===== src/rtl/msi_disp_pkg.sv =====
package msi_disp_pkg;
   typedef enum logic [1:0] {
      ST_IDLE = 2'd0,
      ST_SEND = 2'd1,
      ST_SCAN = 2'd2
   } disp_state_e;

   localparam int LOG_FIELD_W = 3;
   localparam int MSG_ADDR_W  = 64;
   localparam int MSG_DATA_W  = 32;
   localparam int BASE_DATA_W = 16;
   localparam int MSG_BE_W    = MSG_DATA_W / 8;
endpackage


===== src/rtl/msi_vec_window.sv =====
module msi_vec_window
   import msi_disp_pkg::*;
#(
   parameter int NUM_VEC_MAX = 32,
   localparam int VEC_W = $clog2(NUM_VEC_MAX)
) (
   input  logic [LOG_FIELD_W-1:0] log_req,
   input  logic [VEC_W-1:0]       vec,
   output logic [NUM_VEC_MAX-1:0] in_range,
   output logic [VEC_W-1:0]       low_sel,
   output logic                   vec_ok,
   output logic                   vec_last
);
   localparam logic [LOG_FIELD_W-1:0] LOG_MAX = LOG_FIELD_W'(VEC_W);

   logic [LOG_FIELD_W-1:0] lg_eff;

   assign lg_eff = (log_req > LOG_MAX) ? LOG_MAX : log_req;

   for (genvar i = 0; i < NUM_VEC_MAX; i++) begin : g_range
      assign in_range[i] = ((32'(i) >> lg_eff) == 32'd0);
   end

   for (genvar b = 0; b < VEC_W; b++) begin : g_sel
      assign low_sel[b] = (LOG_FIELD_W'(b) < lg_eff);
   end

   assign vec_ok   = in_range[vec];
   assign vec_last = (vec == low_sel);
endmodule


===== src/rtl/msi_msg_former.sv =====
module msi_msg_former
   import msi_disp_pkg::*;
#(
   parameter int  VEC_W      = 5,
   parameter bit  HAS_ADDR64 = 1'b1
) (
   input  logic [31:0]             addr_lo,
   input  logic [31:0]             addr_hi,
   input  logic [BASE_DATA_W-1:0]  base_data,
   input  logic [VEC_W-1:0]        low_sel,
   input  logic [VEC_W-1:0]        vec,
   output logic [MSG_ADDR_W-1:0]   addr,
   output logic [MSG_DATA_W-1:0]   data
);
   logic [BASE_DATA_W-1:0] low_word;
   logic                   unused_lo_bits;

   assign unused_lo_bits = ^addr_lo[1:0];

   if (HAS_ADDR64) begin : g_addr64
      assign addr = {addr_hi, addr_lo[31:2], 2'b00};
   end else begin : g_addr32
      logic unused_hi_word;
      assign unused_hi_word = ^addr_hi;
      assign addr = {32'h0, addr_lo[31:2], 2'b00};
   end

   for (genvar b = 0; b < BASE_DATA_W; b++) begin : g_data
      if (b < VEC_W) begin : g_sub
         assign low_word[b] = low_sel[b] ? vec[b] : base_data[b];
      end else begin : g_keep
         assign low_word[b] = base_data[b];
      end
   end

   assign data = {{(MSG_DATA_W-BASE_DATA_W){1'b0}}, low_word};
endmodule


===== src/rtl/msi_mask_gate.sv =====
module msi_mask_gate #(
   parameter int NUM_VEC_MAX = 32,
   parameter bit HAS_MASK    = 1'b1
) (
   input  logic [NUM_VEC_MAX-1:0] mask_in,
   input  logic [NUM_VEC_MAX-1:0] pend_in,
   output logic [NUM_VEC_MAX-1:0] mask_eff,
   output logic [NUM_VEC_MAX-1:0] pend_eff,
   output logic                   scan_ok
);
   if (HAS_MASK) begin : g_masked
      assign mask_eff = mask_in;
      assign pend_eff = pend_in;
      assign scan_ok  = 1'b1;
   end else begin : g_unmasked
      logic unused_mask_bits;
      assign unused_mask_bits = ^{mask_in, pend_in};
      assign mask_eff = '0;
      assign pend_eff = '0;
      assign scan_ok  = 1'b0;
   end
endmodule


===== src/rtl/msi_vector_dispatch.sv =====
module msi_vector_dispatch
   import msi_disp_pkg::*;
#(
   parameter int NUM_VEC_MAX = 32,
   parameter bit HAS_ADDR64  = 1'b1,
   parameter bit HAS_MASK    = 1'b1,
   localparam int VEC_W = $clog2(NUM_VEC_MAX)
) (
   input  logic                   clk,
   input  logic                   rst_n,
   input  logic                   cfg_enable,
   input  logic [2:0]             cfg_log_vecs,
   input  logic [31:0]            cfg_addr_lo,
   input  logic [31:0]            cfg_addr_hi,
   input  logic [15:0]            cfg_data,
   input  logic [NUM_VEC_MAX-1:0] cfg_mask,
   input  logic [NUM_VEC_MAX-1:0] cfg_pending,
   input  logic                   cfg_wr,
   input  logic                   req_valid,
   input  logic [VEC_W-1:0]       req_vec,
   output logic                   req_ready,
   output logic                   req_err,
   output logic                   msg_valid,
   input  logic                   msg_ready,
   output logic [63:0]            msg_addr,
   output logic [31:0]            msg_data,
   output logic [3:0]             msg_be,
   output logic [NUM_VEC_MAX-1:0] pend_set,
   output logic [NUM_VEC_MAX-1:0] pend_clr
);
   if (NUM_VEC_MAX < 2 || NUM_VEC_MAX > 32 || (1 << VEC_W) != NUM_VEC_MAX) begin : g_bad_count
      $error("NUM_VEC_MAX must be a power of two from 2 to 32");
   end

   localparam logic [NUM_VEC_MAX-1:0] ONE_HOT0 = {{(NUM_VEC_MAX-1){1'b0}}, 1'b1};

   disp_state_e             state_q, state_d;
   logic [VEC_W-1:0]        idx_q, idx_d;
   logic                    ret_scan_q, ret_scan_d;
   logic                    scan_req_q, scan_req_d;
   logic [MSG_ADDR_W-1:0]   addr_q, addr_nx;
   logic [MSG_DATA_W-1:0]   data_q, data_nx;
   logic                    load;

   logic [VEC_W-1:0]        sel_vec;
   logic [NUM_VEC_MAX-1:0]  in_range;
   logic [VEC_W-1:0]        low_sel;
   logic                    vec_ok;
   logic                    vec_last;
   logic [NUM_VEC_MAX-1:0]  vec_onehot;
   logic [NUM_VEC_MAX-1:0]  mask_eff;
   logic [NUM_VEC_MAX-1:0]  pend_eff;
   logic                    scan_ok;
   logic                    scan_hit;
   logic                    vec_masked;

   assign sel_vec    = (state_q == ST_SCAN) ? idx_q : req_vec;
   assign vec_onehot = ONE_HOT0 << sel_vec;
   assign scan_hit   = |(pend_eff & ~mask_eff & vec_onehot);
   assign vec_masked = |(mask_eff & vec_onehot);

   msi_vec_window #(
      .NUM_VEC_MAX (NUM_VEC_MAX)
   ) i_window (
      .log_req  (cfg_log_vecs),
      .vec      (sel_vec),
      .in_range (in_range),
      .low_sel  (low_sel),
      .vec_ok   (vec_ok),
      .vec_last (vec_last)
   );

   msi_mask_gate #(
      .NUM_VEC_MAX (NUM_VEC_MAX),
      .HAS_MASK    (HAS_MASK)
   ) i_gate (
      .mask_in  (cfg_mask),
      .pend_in  (cfg_pending),
      .mask_eff (mask_eff),
      .pend_eff (pend_eff),
      .scan_ok  (scan_ok)
   );

   msi_msg_former #(
      .VEC_W      (VEC_W),
      .HAS_ADDR64 (HAS_ADDR64)
   ) i_former (
      .addr_lo   (cfg_addr_lo),
      .addr_hi   (cfg_addr_hi),
      .base_data (cfg_data),
      .low_sel   (low_sel),
      .vec       (sel_vec),
      .addr      (addr_nx),
      .data      (data_nx)
   );

   assign req_ready = (state_q == ST_IDLE) && !scan_req_q;

   always_comb begin
      state_d    = state_q;
      idx_d      = idx_q;
      ret_scan_d = ret_scan_q;
      load       = 1'b0;
      req_err    = 1'b0;
      pend_set   = '0;
      pend_clr   = '0;
      unique case (state_q)
         ST_IDLE: begin
            if (scan_req_q) begin
               if (cfg_enable) begin
                  pend_clr = pend_eff & ~in_range;
                  state_d  = ST_SCAN;
                  idx_d    = '0;
               end
            end else if (req_valid && cfg_enable) begin
               if (!vec_ok) begin
                  req_err = 1'b1;
               end else if (vec_masked) begin
                  pend_set = vec_onehot;
               end else begin
                  load       = 1'b1;
                  state_d    = ST_SEND;
                  ret_scan_d = 1'b0;
               end
            end
         end
         ST_SEND: begin
            if (msg_ready) begin
               state_d = ret_scan_q ? ST_SCAN : ST_IDLE;
            end
         end
         ST_SCAN: begin
            if (!cfg_enable || !vec_ok) begin
               state_d = ST_IDLE;
            end else if (scan_hit) begin
               pend_clr   = vec_onehot;
               load       = 1'b1;
               state_d    = ST_SEND;
               ret_scan_d = !vec_last;
               idx_d      = idx_q + VEC_W'(1);
            end else if (vec_last) begin
               state_d = ST_IDLE;
            end else begin
               idx_d = idx_q + VEC_W'(1);
            end
         end
         default: state_d = ST_IDLE;
      endcase
   end

   assign scan_req_d = (scan_req_q && (state_q != ST_IDLE)) ||
                       (cfg_wr && cfg_enable && scan_ok);

   always_ff @(posedge clk or negedge rst_n) begin
      if (!rst_n) begin
         state_q    <= ST_IDLE;
         idx_q      <= '0;
         ret_scan_q <= 1'b0;
         scan_req_q <= 1'b0;
         addr_q     <= '0;
         data_q     <= '0;
      end else begin
         state_q    <= state_d;
         idx_q      <= idx_d;
         ret_scan_q <= ret_scan_d;
         scan_req_q <= scan_req_d;
         if (load) begin
            addr_q <= addr_nx;
            data_q <= data_nx;
         end
      end
   end

   assign msg_valid = (state_q == ST_SEND);
   assign msg_addr  = addr_q;
   assign msg_data  = data_q;
   assign msg_be    = {MSG_BE_W{1'b1}};
endmodule


===== config.mk =====
export PLATFORM = sky130hd
export DESIGN_NAME = msi_vector_dispatch
export DESIGN_NICKNAME = d
export VERILOG_FILES = /design/src/rtl/msi_disp_pkg.sv /design/src/rtl/msi_vec_window.sv /design/src/rtl/msi_msg_former.sv /design/src/rtl/msi_mask_gate.sv /design/src/rtl/msi_vector_dispatch.sv
export SDC_FILE = /design/constraint.sdc
export NUM_CORES = 1
export LEC_CHECK = 0
export ABC_AREA = 0
export BUFFER_PORTS_ARGS = -buffer_cell sky130_fd_sc_hd__buf_4
export CAP_MARGIN = 0
export CORE_AREA = 2 2 125 127
export CTS_CLUSTER_DIAMETER = 40
export CTS_CLUSTER_SIZE = 30
export DETAILED_ROUTE_END_ITERATION = 6
export DIE_AREA = 0 0 127 129
export PLACE_DENSITY_LB_ADDON = 0.2
export SYNTH_ARGS = -nofsm -noshare
export SYNTH_HDL_FRONTEND = slang
export SYNTH_SLANG_ARGS = --single-unit
export TNS_END_PERCENT = 1

===== constraint.sdc =====
create_clock -name clk -period 5.9 [get_ports clk]
set_input_delay 1.18 -clock clk [delete_from_list [all_inputs] [get_ports clk]]
set_output_delay 1.18 -clock clk [all_outputs]
set_load 0.01 [all_outputs]

==> flow_summary.yaml, run 1 <==
run_status:
  status: "complete, no violations"
worst_hold_path:
  min_path_cells: 1
  hold_class: "reg2reg"
  min_to: "msg_data[11]$_DFFE_PN0P_"
  hp-start: "msg_data[11]$_DFFE_PN0P_"
timing:
  fin_ws_ns: 0.340
  slew_headroom: 0.259
  setup_violations: 0
  fin_crit_sh: 0.942
  period_needed_ns: 5.56
  tightest_slew_ns: 1.10
  rsz0062_at_grt: "false"
  fin_worst_skew_ns: 0.0132
  drv_slew: 0
  whs_ns: 0.515
  hold_viol: 0
  fmax_mhz: 180
  fin_tns_setup_ns: 0
setup_path:
  slowest_delay_ns: 0.70
  worst_r2r_path_depth: 10
  r2r_setup_slack_ns: 1.52
  cp-end-kind: "primary output"
  slowest_stage: "or4_1"
  cp_cell_sequence: "nor2b_2 > buf_4 > mux2_4 > and2_1 > a221oi_1 > nand4_1 > or4_1 > nand3_1 > o32ai_1 > buf_4"
  cp_max_fo: 14
  worstSetupStartpoint: "state_q[1]$_DFFE_PN0P_"
  critPathKind: "reg2out"
  required_ns: 4.72
  crit_family: "simple AND/OR/NAND/NOR gates"
  cp_common_cell: "buf_4"
  crit_path_start_kind: "flop"
  reg2reg_from: "state_q[0]$_DFFE_PN0P_"
  crit_buf_inv: 2
  cp.arrival_ns: 4.38
  r2r-end: "msg_data[5]$_DFFE_PN0P_"
clocking:
  root_buffer: "clkbuf_16"
  postCtsSetupBuffers: 0
  cts_tree: "done"
  clk_pin_slew_ns: 0.06
  cts_hold_buf: 0
  cts_resized: 0
  cts_max_path_buffers: 2
  cts_made_buffers: 9
  cts_sinks: 87
  clock_latency_ns: 0.34
  ctsHtreeMaxLevel: 3
drt:
  dr_wl_met2_mm: 10.5
  drt_iter0_markers: 480
  drcViolationCount: 0
  num_vias: 5785
  wl_met1_mm: 8.52
  post_drt_wl_per_cell_um: 20.7
  vias_per_cell: 5.51
  ant_nets: 0
  wl_met3_mm: 1.99
  highest_layer: "met4"
  wirelength_mm: 21.7
  drt-pass1-iter-count: 5
logic_synthesis:
  syn_inst: 556
  synth_compound_area_frac: 0.150
  ys_warn_count: 0
  yosysSeqAreaShare: 0.360
  synth_top_cell_by_area: "dfrtp_1"
  synth.distinct_cells: 70
  synth_edf_count: 0
  synth_top_family_by_area: "multiplexers"
  yosys_register_bits: 87
  synth.avg_cell_area_um2: 10.9
  yosys.area_share.simple: 0.152
  yosys-top-cells-area: "dfrtp_1, mux2_4, buf_12, buf_4, nor2_1"
  synth_top_area_frac: 0.360
  synth_fa_ha_area_frac: 0.0124
  synth.cell_area_mm2: 0.00605
  async_reset_ff_frac: 1.00
  synth_flop_cell: "dfrtp_1"
  synth.area.mux_share: 0.238
  synthXorXnorAreaFrac: 0.00290
floorplan:
  die_area_mm2: 0.0164
  dieHeight_um: 129
  coreArea_mm2: 0.0150
  die_w_um: 127
  start_util: 0.404
  row_count: 45
  pin_count: 325
finish:
  multi_input_area_mm2: 0.00344
  drive_gt1_frac: 0.502
  seqCellArea_mm2: 0.00218
  n_antenna_cell: 0
  fin_cells: 1049
  area_delta_synth_final_pct: 42.1
  nets: 1021
  utilization: 0.574
  finalInstanceArea_mm2: 0.00859
  fill_cells: 1308
placed_design:
  dp.cells: 1034
  hpwl_mm: 16.9
  io_buffers: 300
  pre_cts_ws_ns: 0.437
  gp_congestion: 0.929
  postPlaceCellArea_mm2: 0.00832
global_routing:
  grt_pass1_vias: 5670
  grt_max_degree: 88
  grt_util_all_layers: 0.253
  grt_antenna_before_repair: 0
  overflow: 0
  grt_pass1_wl_mm: 32.1
pwr:
  total_leakage_power_nw: 4.16
  total_power_mw: 3.19
  peakVddDrop_v: 0.000239
  power.density_mw_per_mm2: 371
run:
  cap_violations: 0
==> Yosys cell counts, drive strengths merged (2+ instances only) <==
master,number
and2,7
a31oi,8
o211ai,5
o2111ai,3
nand2b,12
nand4,4
nand4b,2
buf,40
mux2,87
o31ai,3
a31o,2
o21ai,20
a222oi,3
a22o,19
o22ai,3
nor3b,12
nor2b,4
a21boi,2
a221o,3
clkbuf,9
nor3,12
mux2i,15
a32o,7
conb,2
a21o,5
nor2,46
or4b,2
a221oi,2
a22oi,5
or3,2
nor4,4
and3,3
ha,6
inv,16
nor4b,4
o21a,3
dfrtp,87
nand2,38
nand3,16
a21oi,13
o32ai,6
==> worst reg2reg max path, cell delays in order, from the launching register on <==
cell       delay [ns]
dfrtp_1          0.59
nand2b_1         0.55
mux2i_1          0.89
and2_0           0.43
o21ai_0          0.15
o2111ai_1        0.23
nor4_4           0.12
buf_4            0.20
o22ai_4          0.19
buf_12           0.45
mux2_4           0.47
==> cell families after synthesis <==
group | Yosys count
AO/OA/AOI/OAI | 119
XOR/XNOR | 2
adder cells (fa/ha/maj) | 6
buffers and inverters | 65
flip-flops | 87
multiplexers | 102
other | 2
AND/OR/NAND/NOR | 173
==> registers in the layout, indices dropped and copies added (netlist names) <==
register / count
msg_addr: 62
ret_scan_q: 1
scan_req_q: 1
state_q: 2
msg_data: 16
idx_q: 5
==> cell usage in the layout (no fill, tap or decap), types with 4 or more instances in the layout <==
cell type / synthesis / layout
buf_4: 23 / 318
dfrtp_1: 87 / 87
mux2_4: 81 / 81
nor2_1: 46 / 46
nand2_1: 38 / 38
conb_1: 2 / 22
o21ai_0: 19 / 19
a22o_1: 19 / 19
inv_1: 16 / 16
nand3_1: 15 / 15
mux2i_1: 14 / 14
a21oi_1: 13 / 13
nand2b_1: 12 / 12
nor3b_1: 12 / 12
nor3_1: 11 / 11
clkbuf_16: 0 / 9
a31oi_1: 7 / 7
a32o_1: 7 / 7
mux2_2: 6 / 6
o32ai_1: 6 / 6
ha_1: 6 / 6
a21o_1: 5 / 5
a22oi_1: 5 / 5
o211ai_1: 5 / 5
and2_1: 4 / 4
nor4b_1: 4 / 4
nand4_1: 4 / 4
==> power by group <==
group / switching (mW) / internal, mW
clock: 0.237 / 0.286
sequential: 0.195 / 0.879
combinational: 0.663 / 0.928
total: 1.09 / 2.09
==> routing by layer <==
layer,vias to the layer above,global-route usage
li1,2605,-
met1,2794,0.321
met2,345,0.418
met3,41,0.0541
met4,0,0.107
met5,-,0
==> worst max-delay path by stage <==
| stage | end | slack (ns) | depth (start not counted) |
|---|---|---|---|
| after floorplan | pend_clr[11] | 0.84 | 14 |
| after global placement | pend_clr[22] | 0.46 | 14 |
| after detailed placement | pend_clr[30] | 0.44 | 14 |
| after CTS | pend_clr[22] | 0.40 | 10 |
| after global routing | pend_clr[30] | 0.06 | 14 |
| final | pend_clr[22] | 0.34 | 10 |
==> final cells by class <==
cell class	instances	share of cell area
multi-input cells	424	0.400
flip-flops and latches	87	0.253
clock inverters	6	0.00553
well taps	188	0.0274
repair buffers	319	0.280
inverters	16	0.00699
clock buffers	9	0.0262
Note: power is estimated with default switching activity, not from simulation.
==> inputs of run 2 (changes only) <==
- RECOVER_POWER: unset -> 25
==> run 2 against run 1 <==
Compared with the run above:
- the run now ends with capacitance limit, slew limit left
- largest power group unchanged
- combinational power hardly changed
- wire length is 0.25% lower
- cell count stayed put
- critical path depth unchanged
- first-iteration DRC count rose by 8.1%
==> flow_summary.yaml, run 2 (same netlist as run 1, synthesis figures left out) <==
finish:
  largest_reg_flops: 62
  area_delta_synth_final_pct: 42.0
  final_common_cell: "buf_4"
  drive_gt1_frac: 0.501
  final_cell_mix: "buf_4, dfrtp_1, mux2_4"
  n_antenna_cell: 0
  nets: 1021
  fin_cells: 1049
timing:
  period_needed_ns: 5.58
  setup_violations: 0
  fmax_mhz: 179
  hold_viol: 0
  fin_tns_setup_ns: 0
  drv_slew: 88
  fin_ws_ns: 0.321
  slew_headroom: -0.410
  fin_crit_sh: 0.946
  tightest_slew_ns: 2.11
  fin_worst_skew_ns: 0.0132
  rsz0062_at_grt: "false"
setup_path:
  required_ns: 4.72
  cp_cell_sequence: "nor2b_2 > buf_4 > mux2_4 > and2_1 > a221oi_1 > nand4_1 > or4_1 > nand3_1 > o32ai_1 > buf_4"
  cp_common_cell: "buf_4"
  slowest_delay_ns: 0.69
  cp.arrival_ns: 4.40
  critPathKind: "reg2out"
  cp_max_fo: 14
  slowest_stage: "or4_1"
  crit_buf_inv: 2
  crit_family: "simple AND/OR/NAND/NOR gates"
  crit_path_start_kind: "flop"
  cp-end-kind: "primary output"
global_routing:
  grt_pass1_wl_mm: 32.1
  overflow: 0
  grt_antenna_before_repair: 0
  grt_util_all_layers: 0.253
  grt_max_degree: 88
  grt_pass1_vias: 5670
floorplan:
  die_area_mm2: 0.0164
  row_count: 45
  start_util: 0.404
  dieHeight_um: 129
  pin_count: 325
  coreArea_mm2: 0.0150
  die_w_um: 127
run:
  cap_violations: 1
clocking:
  ctsHtreeMaxLevel: 3
  cts_sinks: 87
  postCtsSetupBuffers: 0
  cts_resized: 0
  cts_tree: "done"
  root_buffer: "clkbuf_16"
  cts_made_buffers: 9
  clk_pin_slew_ns: 0.06
  cts_max_path_buffers: 2
  cts_hold_buf: 0
  clock_latency_ns: 0.34
drt:
  ant_nets: 0
  drt_iter0_markers: 519
  vias_per_cell: 5.50
  post_drt_wl_per_cell_um: 20.6
  wirelength_mm: 21.6
  drt-pass1-iter-count: 7
  num_vias: 5772
  drcViolationCount: 0
run_status:
  status: "finished, violations left"
  violations: "capacitance limit, slew limit"
worst_hold_path:
  hold_class: "reg2reg"
pwr:
  power.density_mw_per_mm2: 371
  total_leakage_power_nw: 4.16
  total_power_mw: 3.19
  peakVddDrop_v: 0.000239
placed_design:
  dp.cells: 1034
  io_buffers: 300
  gp_congestion: 0.929
  pre_cts_ws_ns: 0.437
  hpwl_mm: 16.9
## run 2: cell types whose count changed in the layout (fill, tap and decap cells not counted), sizes merged
cell    change
clkbuf      +2
buf         -2
## run 2: metrics by stage
| step | area (um2) | hold WS, ns | util |
|---|---|---|---|
| finish | 8590 | 0.515 | 0.573 |
| global route | 8590 | 0.537 | 0.573 |
| CTS | 8590 | 0.517 | 0.574 |
| detailed placement | 8320 | 0.494 | 0.556 |
| global placement | 8320 | 0.497 | 0.556 |
| floorplan | 6120 | 0.483 | - |
## run 2: layout make-up
type | count | area (um2)
repair buffers | 319 | 2400
clock inverters | 6 | 47.5
clock buffers | 9 | 225
inverters | 16 | 60.1
fillers | 1311 | 6390
multi-input cells | 424 | 3440
well taps | 188 | 235
flip-flops and latches | 87 | 2180
## run 2: final timing paths
kind                                                  to  slack [ns]                     start  cells after the start
worst min register to register  msg_data[11]$_DFFE_PN0P_        0.51  msg_data[11]$_DFFE_PN0P_                      1
worst max-delay path                        pend_clr[22]        0.32    state_q[1]$_DFFE_PN0P_                     10
min in group asynchronous       msg_addr[20]$_DFFE_PN0P_        1.44                     rst_n                      1
worst max register to register   msg_data[5]$_DFFE_PN0P_        1.53    state_q[0]$_DFFE_PN0P_                     10
max in group asynchronous           idx_q[3]$_DFFE_PN0P_        3.20                     rst_n                      1
worst min-delay path            msg_data[11]$_DFFE_PN0P_        0.51  msg_data[11]$_DFFE_PN0P_                      1
## run 2: routing by layer
layer,vias to the layer above,global-route usage,part of all wire
li1,2607,-,-
met1,2761,0.321,0.39
met2,363,0.418,0.49
met3,41,0.0541,0.091
met4,0,0.107,0.029
met5,-,0,0
## run 2: where the power goes
group	internal [mW]	total (mW)	switching, mW	leakage, nW
clock network	0.286	0.522	0.237	0.125
registers	0.879	1.07	0.195	1.06
logic	0.927	1.59	0.663	2.97
==> inputs of run 3 (changes only) <==
- PLACE_DENSITY: unset -> 0.73
- PLACE_DENSITY_LB_ADDON: 0.2 -> unset
==> run 3 against run 2 <==
Compared with the run above:
- the run still ends with capacitance limit, slew limit left
- first-iteration DRC count decreased by 13%
- flip-flop and latch count unchanged
- global-route usage decreased by 0.49 points
- combinational power about the same
- wire length decreased by 2.9%
- clock skew decreased by 0.0075 ns
- setup slack improved by 0.070 ns
- cell count increased by 0.19%
- sequential power about the same
- non-clock buffer count increased by 2
- core utilization increased by 0.18 points
- power increased by 0.72%
==> flow_summary.yaml, run 3 (same netlist as run 1, synthesis figures left out) <==
floorplan:
  row_count: 45
  dieHeight_um: 129
  pin_count: 325
  coreArea_mm2: 0.0150
  die_w_um: 127
  start_util: 0.404
  die_area_mm2: 0.0164
setup_path:
  cp.arrival_ns: 4.33
  critPathKind: "in2out"
  cp_common_cell: "buf_4"
  cp_max_fo: 15
  slowest_stage: "a21oi_1"
  cp_cell_sequence: "buf_4 > inv_1 > nand2_1 > inv_1 > ha_1 > nand4b_1 > a21oi_1 > o22a_1 > a221o_1 > o2111ai_1 > a21oi_1 > nand3_1 > buf_4 > o21ai_0 > buf_4"
  required_ns: 4.72
  cp-end-kind: "primary output"
  slowest_delay_ns: 0.39
  crit_path_start_kind: "input port"
run_status:
  violations: "capacitance limit, slew limit"
  status: "finished, violations left"
timing:
  fin_crit_sh: 0.934
  rsz0062_at_grt: "false"
  drv_slew: 66
  slew_headroom: -0.0640
  tightest_slew_ns: 1.60
  period_needed_ns: 5.51
  fin_tns_setup_ns: 0
  hold_viol: 0
  setup_violations: 0
  fin_worst_skew_ns: 0.00573
  fmax_mhz: 182
drt:
  post_drt_wl_per_cell_um: 20.0
  drt_iter0_markers: 453
  num_vias: 5814
  vias_per_cell: 5.53
  ant_nets: 0
  wirelength_mm: 21.0
  drcViolationCount: 0
  drt-pass1-iter-count: 5
pwr:
  power.density_mw_per_mm2: 373
  total_leakage_power_nw: 4.17
  peakVddDrop_v: 0.000262
placed_design:
  hpwl_mm: 16.4
  io_buffers: 300
  gp_congestion: 0.971
clocking:
  postCtsSetupBuffers: 0
  clock_latency_ns: 0.33
  cts_tree: "done"
  cts_made_buffers: 9
  root_buffer: "clkbuf_16"
  cts_hold_buf: 0
  ctsHtreeMaxLevel: 3
  cts_max_path_buffers: 2
  clk_pin_slew_ns: 0.06
  cts_sinks: 87
  cts_resized: 0
global_routing:
  grt_pass1_wl_mm: 31.5
  grt_max_degree: 81
  grt_pass1_vias: 5808
  grt_antenna_before_repair: 0
  overflow: 0
  grt_util_all_layers: 0.248
finish:
  largest_reg_flops: 62
  area_delta_synth_final_pct: 42.4
  utilization: 0.575
  n_antenna_cell: 0
  final_cell_mix: "buf_4, dfrtp_1, mux2_4"
  final_common_cell: "buf_4"
  drive_gt1_frac: 0.499
  multi_input_area_mm2: 0.00344
  nets: 1023
  fill_cells: 1314
  seqCellArea_mm2: 0.00218
worst_hold_path:
  hold_class: "reg2reg"
run:
  cap_violations: 1
==> run 3: cell count changes in the layout (fill, tap and decap cells not counted), sizes merged <==
cell | before | now
clkinvlp | 3 | 2
buf | 317 | 318
clkbuf | 11 | 13
bufinv | 0 | 1
clkinv | 2 | 1
==> run 3: cell type report <==
cell class	count	share of cell area
multi-input cells	424	0.400
repair buffers	321	0.280
flip-flops and latches	87	0.253
well taps	188	0.0273
clock buffers	10	0.0266
inverters	16	0.00697
clock inverters	5	0.00683
==> run 3: path summary, 6_finish.rpt <==
check                                           end  slack [ns]  cells past startpoint                     from
min in group asynchronous  msg_addr[38]$_DFFE_PN0P_        1.08                      1                    rst_n
hold reg to reg             msg_data[4]$_DFFE_PN0P_        0.51                      1  msg_data[4]$_DFFE_PN0P_
max in group asynchronous      idx_q[4]$_DFFE_PN0P_        2.63                      2                    rst_n
hold / removal              msg_data[4]$_DFFE_PN0P_        0.51                      1  msg_data[4]$_DFFE_PN0P_
setup reg to reg            msg_data[6]$_DFFE_PN0P_        1.73                     10   state_q[0]$_DFFE_PN0P_
setup / recovery                       pend_clr[14]        0.39                     15          cfg_log_vecs[2]
==> run 3: worst max-delay path, delay by kind of cell <==
| family | cells | cell delay, ns |
|---|---|---|
| buf+inv | 5 | 0.88 |
| fa+ha+maj | 1 | 0.27 |
| compound gates | 6 | 1.45 |
| simple gates | 3 | 0.56 |
==> run 3: power breakdown <==
part / total [mW] / switching [mW] / internal [mW]
sequential: 1.07 / 0.192 / 0.879
clock: 0.554 / 0.228 / 0.327
combinational: 1.58 / 0.660 / 0.924
==> run 3: metal layers <==
| metal | GRT usage | part of all wire |
|---|---|---|
| met5 | 0 | 0 |
| met4 | 0.139 | 0.050 |
| met3 | 0.0620 | 0.091 |
| met2 | 0.425 | 0.49 |
| met1 | 0.284 | 0.37 |
==> run 3: through the flow <==
| stage | instance area [um2] | setup WS (ns) | hold WS, ns | power (mW) | cells |
|---|---|---|---|---|---|
| after global routing | 8610 | 0.137 | 0.526 | 3.38 | 1051 |
| after global placement | 8340 | 0.471 | 0.494 | 2.63 | 1036 |
| after floorplan | 6120 | 0.837 | 0.483 | 1.95 | 576 |
| after CTS | 8620 | 0.409 | 0.515 | 3.23 | 1051 |
| after detailed placement | 8340 | 0.417 | 0.493 | 2.66 | 1036 |
| final | 8610 | 0.391 | 0.509 | 3.21 | 1051 |
